==> src/rtl/ring_desc_pkg.sv <==
`timescale 1ns/1ps
package ring_desc_pkg;
  localparam int DESC_W    = 128;
  localparam int CTRL_LO   = 96;
  localparam int CYC_BIT   = CTRL_LO + 0;
  localparam int TGL_BIT   = CTRL_LO + 1;
  localparam int CHAIN_BIT = CTRL_LO + 4;
  localparam int IOC_BIT   = CTRL_LO + 5;
  localparam int IMM_BIT   = CTRL_LO + 6;
  localparam int TYPE_LO   = CTRL_LO + 10;
  localparam int TYPE_W    = 6;

  localparam logic [TYPE_W-1:0] KIND_LINK = 6'd6;

  typedef enum logic [1:0] {
    ST_IDLE = 2'd0,
    ST_READ = 2'd1,
    ST_WAIT = 2'd2,
    ST_HOLD = 2'd3
  } fetch_st_e;

  typedef struct packed {
    logic [DESC_W-1:0] raw;
    logic              owned_bit;
    logic [TYPE_W-1:0] kind;
    logic              is_link;
    logic              toggle;
    logic              chain;
    logic              ioc;
    logic              imm;
  } desc_fields_t;
endpackage

==> src/rtl/ring_desc_decode.sv <==
`timescale 1ns/1ps
module ring_desc_decode
  import ring_desc_pkg::*;
(
  input  logic [DESC_W-1:0] desc,
  output desc_fields_t      fld
);
  always_comb begin
    fld.raw       = desc;
    fld.owned_bit = desc[CYC_BIT];
    fld.kind      = desc[TYPE_LO +: TYPE_W];
    fld.is_link   = (desc[TYPE_LO +: TYPE_W] == KIND_LINK);
    fld.toggle    = desc[TGL_BIT];
    fld.chain     = desc[CHAIN_BIT];
    fld.ioc       = desc[IOC_BIT];
    fld.imm       = desc[IMM_BIT];
  end
endmodule

==> src/rtl/ring_desc_ptr.sv <==
`timescale 1ns/1ps
module ring_desc_ptr #(
  parameter int ADDR_W = 16,
  localparam int BLK_W = ADDR_W - 4
) (
  input  logic             clk,
  input  logic             rst,
  input  logic             base_load,
  input  logic [BLK_W-1:0] base_blk,
  input  logic             jump,
  input  logic [BLK_W-1:0] jump_blk,
  input  logic             flip,
  input  logic             step,
  output logic [BLK_W-1:0] blk,
  output logic             cyc
);
  always_ff @(posedge clk) begin
    if (rst) begin
      blk <= '0;
      cyc <= 1'b1;
    end else if (base_load) begin
      blk <= base_blk;
      cyc <= 1'b1;
    end else if (jump) begin
      blk <= jump_blk;
      if (flip) cyc <= ~cyc;
    end else if (step) begin
      blk <= blk + BLK_W'(1);
    end
  end
endmodule

==> src/rtl/ring_desc_out.sv <==
`timescale 1ns/1ps
module ring_desc_out
  import ring_desc_pkg::*;
(
  input  logic              clk,
  input  logic              rst,
  input  logic              flush,
  input  logic              load,
  input  logic              ready,
  input  logic [DESC_W-1:0] din,
  input  logic [TYPE_W-1:0] kind,
  input  logic              chain,
  input  logic              ioc,
  input  logic              imm,
  output logic              valid,
  output logic [DESC_W-1:0] dout,
  output logic [TYPE_W-1:0] otype,
  output logic              ochain,
  output logic              oioc,
  output logic              oimm
);
  always_ff @(posedge clk) begin
    if (rst || flush) valid <= 1'b0;
    else if (load) valid <= 1'b1;
    else if (valid && ready) valid <= 1'b0;
  end

  always_ff @(posedge clk) begin
    if (rst) begin
      dout   <= '0;
      otype  <= '0;
      ochain <= 1'b0;
      oioc   <= 1'b0;
      oimm   <= 1'b0;
    end else if (load) begin
      dout   <= din;
      otype  <= kind;
      ochain <= chain;
      oioc   <= ioc;
      oimm   <= imm;
    end
  end
endmodule

==> src/rtl/ring_desc_consumer.sv <==
`timescale 1ns/1ps
module ring_desc_consumer
  import ring_desc_pkg::*;
#(
  parameter int ADDR_W = 16,
  localparam int BLK_W = ADDR_W - 4
) (
  input  logic              clk,
  input  logic              rst,
  input  logic              base_load,
  input  logic [BLK_W-1:0]  base_blk,
  input  logic              doorbell,
  output logic              mem_rd_en,
  output logic [BLK_W-1:0]  mem_rd_blk,
  input  logic [DESC_W-1:0] mem_rd_data,
  output logic              out_valid,
  input  logic              out_ready,
  output logic [DESC_W-1:0] out_desc,
  output logic [TYPE_W-1:0] out_type,
  output logic              out_chain,
  output logic              out_ioc,
  output logic              out_imm
);
  fetch_st_e    st_q, st_d;
  desc_fields_t fld;
  logic         pend_q;
  logic         cyc_state;
  logic [BLK_W-1:0] deq_blk;
  logic         do_jump, do_step, do_load, mismatch;

  ring_desc_decode u_dec (
    .desc (mem_rd_data),
    .fld  (fld)
  );

  ring_desc_ptr #(.ADDR_W(ADDR_W)) u_ptr (
    .clk       (clk),
    .rst       (rst),
    .base_load (base_load),
    .base_blk  (base_blk),
    .jump      (do_jump),
    .jump_blk  (fld.raw[ADDR_W-1:4]),
    .flip      (fld.toggle),
    .step      (do_step),
    .blk       (deq_blk),
    .cyc       (cyc_state)
  );

  ring_desc_out u_out (
    .clk    (clk),
    .rst    (rst),
    .flush  (base_load),
    .load   (do_load),
    .ready  (out_ready),
    .din    (fld.raw),
    .kind   (fld.kind),
    .chain  (fld.chain),
    .ioc    (fld.ioc),
    .imm    (fld.imm),
    .valid  (out_valid),
    .dout   (out_desc),
    .otype  (out_type),
    .ochain (out_chain),
    .oioc   (out_ioc),
    .oimm   (out_imm)
  );

  assign mismatch = (fld.owned_bit != cyc_state);

  always_comb begin
    st_d    = st_q;
    do_jump = 1'b0;
    do_step = 1'b0;
    do_load = 1'b0;
    unique case (st_q)
      ST_IDLE: if (doorbell) st_d = ST_READ;
      ST_READ: st_d = ST_WAIT;
      ST_WAIT: begin
        if (mismatch) begin
          st_d = (pend_q || doorbell) ? ST_READ : ST_IDLE;
        end else if (fld.is_link) begin
          do_jump = 1'b1;
          st_d    = ST_READ;
        end else begin
          do_load = 1'b1;
          st_d    = ST_HOLD;
        end
      end
      ST_HOLD: if (out_ready) begin
        do_step = 1'b1;
        st_d    = ST_READ;
      end
      default: st_d = ST_IDLE;
    endcase
    if (base_load) st_d = ST_IDLE;
  end

  always_ff @(posedge clk) begin
    if (rst) st_q <= ST_IDLE;
    else     st_q <= st_d;
  end

  always_ff @(posedge clk) begin
    if (rst || base_load)                     pend_q <= 1'b0;
    else if (st_q == ST_WAIT && mismatch)     pend_q <= 1'b0;
    else if (doorbell && st_q != ST_IDLE)     pend_q <= 1'b1;
  end

  assign mem_rd_en  = (st_q == ST_READ);
  assign mem_rd_blk = deq_blk;
endmodule

==> config.mk <==
export PLATFORM = sky130hd
export DESIGN_NAME = ring_desc_consumer
export DESIGN_NICKNAME = d
export VERILOG_FILES = /design/src/rtl/ring_desc_pkg.sv /design/src/rtl/ring_desc_decode.sv /design/src/rtl/ring_desc_ptr.sv /design/src/rtl/ring_desc_out.sv /design/src/rtl/ring_desc_consumer.sv
export SDC_FILE = /design/constraint.sdc
export NUM_CORES = 1
export LEC_CHECK = 0
export CAP_MARGIN = 20
export CORE_ASPECT_RATIO = 2
export CORE_MARGIN = 2
export CORE_UTILIZATION = 44
export CTS_CLUSTER_DIAMETER = 50
export DETAILED_ROUTE_END_ITERATION = 12
export DONT_BUFFER_PORTS = 1
export RECOVER_POWER = 100
export SLEW_MARGIN = 20
export SYNTH_ARGS = -nofsm -noshare
export SYNTH_HDL_FRONTEND = slang
export SYNTH_HIERARCHICAL = 1
export SYNTH_SLANG_ARGS = --single-unit
==> constraint.sdc <==
create_clock -name clk -period 3.8 [get_ports clk]
set_clock_uncertainty 0.05 [all_clocks]
set_input_delay 0.19 -clock clk [delete_from_list [all_inputs] [get_ports clk]]
set_output_delay 0.19 -clock clk [all_outputs]
set_load 0.03 [all_outputs]
==> out/results.ini <==
[status]
outcome=finished, final reports clean

[worst_setup_path]
cp.required_ns=4.02
path_cells=ha_1, nand3b_2, inv_6, clkbuf_2, mux2i_1, nor2_1
cp_max_fo=81
r2r_start=st_q[1]
r2r_cells=6
path_delay_family=buffers and inverters
r2r-end=u_out/dout[18]
crit_buf_inv=2
worstSetupStartpointType=flip-flop
slowest_delay_ns=1.04
slowest_stage=clkbuf_2
crit_type=flip-flop to flip-flop
cp-end-kind=flip-flop
arrival_ns=3.42
ff2ff_setup_slack_ns=0.60

[synthesis]
synth_top_family_by_area=multiplexers
netlist_top_cells_area=dfxtp_1 (42%), mux2i_1 (20%), buf_4 (15%)
ys_seq_area_share_pct=42.3
yosysWarnings=6
yosysTopAreaCell=dfxtp_1
avgSynthCellArea_um2=9.91
synth_xor_area_share_pct=0.703
synth_fa_ha_area_share_pct=0.858
synthArstFlopShare_pct=0
synth_top_area_share_pct=42.3
synth_seq_cells=154
synth_edf_count=0
synth_flop_cell=dfxtp_1
synthDistinctLibCells=50
synth-simple-area-share_pct=12.3
syn-cell-area_um2=7290
synth.area.mux_share_pct=19.9
syn-num-nets=886
synth-compound-area-share_pct=4.19
syn_inst=736

[floorplanning]
core_area_um2=16300
initial_core_util_pct=44.8
dieArea_um2=17700
die_y_um=186
dieWidth_um=95.0
ioPinCount=296
rows=66

[pwr]
p_leak_nw=2.82
peakVddDrop_mv=0.263
p_total_w=0.00358
p_per_area_nw_per_um2=434

[route]
first_pass_iters=4
vias=4869
routedWlPerCell_um=18.2
drcViolationCount=0
ant_nets=0
first_iter_violations=156
drt_wl_total_um=17200
via_per_inst=5.15

[sta]
tns_ns=0
period_minus_slack_ns=3.20
hold_violations=0
fin_crit_sh_pct=84.2
max_freq_mhz=312
slew_headroom_pct=19.6
finalSetupViolCount=0
tightest_slew_ns=1.21
slew_violations=0
grt_setup_unrepaired=false

[hold_path]
hold_path.class=input port to flip-flop
hp-start=base_load
min_to=u_ptr/blk[7]
whs_path_depth=3

[clocking]
cts_root_buffer=clkbuf_16
clkTransAtPathRegs_ns=0.07
post_cts_resized=0
cts_tree=done
cts-buffers-inserted=17
insertion_delay_ns=0.42
cts_buffer_depth=2
ctsHoldBuffers=148
post_cts_buffers=0
clock-sinks=154
htreeDepth=4

[final_layout]
finalNonFillerCells=946
drive_above_1_share_pct=6.33
area_growth_pct=13.2
layout_commonest_cell=dfxtp_1
antennaDiodeCount=0
final_nets=879
most-common-layout-cells=dfxtp_1 (154), dlygate4sd3_1 (147), mux2i_1 (145)
fillCellCount=1388

[place]
place_congestion=0.806
dp_cells=766
place_hpwl_um=10600
port-buffer-count=0

[global_route]
antenna_found_initial=0
grt_max_degree=154
grt_pass1_vias=5027
grt_overflow=0
grt_pass1_wl_um=25200
grt.total_usage_pct=18.7

[job]
cap_violations=0

-- synth_stat cells, drive strengths merged (2+ instances only) --
| library cell | n |
|---|---|
| ha | 5 |
| a21oi | 14 |
| inv | 9 |
| a22o | 2 |
| or3b | 2 |
| mux2i | 145 |
| buf | 163 |
| and2b | 2 |
| xnor2 | 5 |
| dfxtp | 154 |
| and3 | 2 |
| o21a | 2 |
| clkbuf | 13 |
| nor4b | 2 |
| nand3b | 2 |
| o21ai | 6 |
| nand2 | 9 |
| nor2 | 145 |
| nand3 | 5 |
| o211ai | 6 |
| nand2b | 2 |
| a22oi | 3 |
| nor2b | 4 |
| nor4 | 7 |
| o22ai | 2 |
| o31a | 3 |
| nand4 | 4 |
| and2 | 2 |
| a2111oi | 2 |
| or4 | 2 |
| nor3 | 5 |
-- cells by family after synthesis --
group,Yosys count
mux,145
fa+ha+maj,5
flops,154
buf+inv,185
xor+xnor,5
compound gates,44
simple gates,198
-- tightest hold or removal path, cell delays in order --
cell and delay [ns]:
nor4b_1 0.03, a21oi_1 0.11, o32ai_1 0.10
-- stage by stage --
step	cell area, µm²	utilization, %	setup slack [ns]	hold WS, ns
6_report	8260	50.7	0.599	0.0250
3_3_place_gp	6160	37.9	1.19	0.224
5_1_grt	8260	50.7	0.406	0.0227
4_1_cts	8270	50.8	0.841	0.00264
2_1_floorplan	7290	-	1.79	0.217
3_5_place_dp	6160	37.9	1.08	0.227
-- flip-flops by register name, summed over array words and instances, names as in the netlist --
register      cells
u_ptr/blk        12
u_out/oimm        1
st_q              2
u_out/oioc        1
u_out/otype       6
pend_q            1
u_ptr/cyc         1
u_out/valid       1
u_out/ochain      1
u_out/dout      128
-- routing by layer --
metal / routed length, µm / share of wire [%] / global-route usage (%) / up-vias
met4: 681 / 4.0 / 11.2 / 0
met1: 5880 / 34 / 16.7 / 2244
met3: 1550 / 9.0 / 7.00 / 50
met2: 9120 / 53 / 34.4 / 255
met5: 0 / 0 / 0 / -
li1: - / - / - / 2320
-- how the worst max path moves through the flow --
| stage | depth (start not counted) | start | endpoint | slack (ns) |
|---|---|---|---|---|
| final | 6 | st_q[1] | u_out/dout[18] | 0.60 |
| after global routing | 6 | st_q[1] | u_out/dout[6] | 0.41 |
| after CTS | 9 | st_q[0] | u_ptr/blk[2] | 0.84 |
| after detailed placement | 7 | st_q[0] | u_out/dout[48] | 1.08 |
| after global placement | 6 | u_ptr/cyc | u_out/dout[33] | 1.19 |
| after floorplan | 7 | mem_rd_data[111] | u_ptr/blk[6] | 1.79 |
-- where the power goes --
part           internal (W)  leakage (nW)  switching [W]
clock               0.00106         0.284       0.000659
combinational      0.000132          1.29      0.0000817
sequential          0.00162          1.24      0.0000314
total               0.00281          2.82       0.000772
-- cell type report --
cell class	instances	area (µm²)	area share, %
flip-flops and latches	154	3080	37.3
repair buffers	150	1510	18.3
multi-input cells	397	2760	33.4
inverters	9	38.8	0.470
clock inverters	9	111	1.35
well taps	204	255	3.09
clock buffers	23	498	6.03
Power figures use the tool's default switching activity.
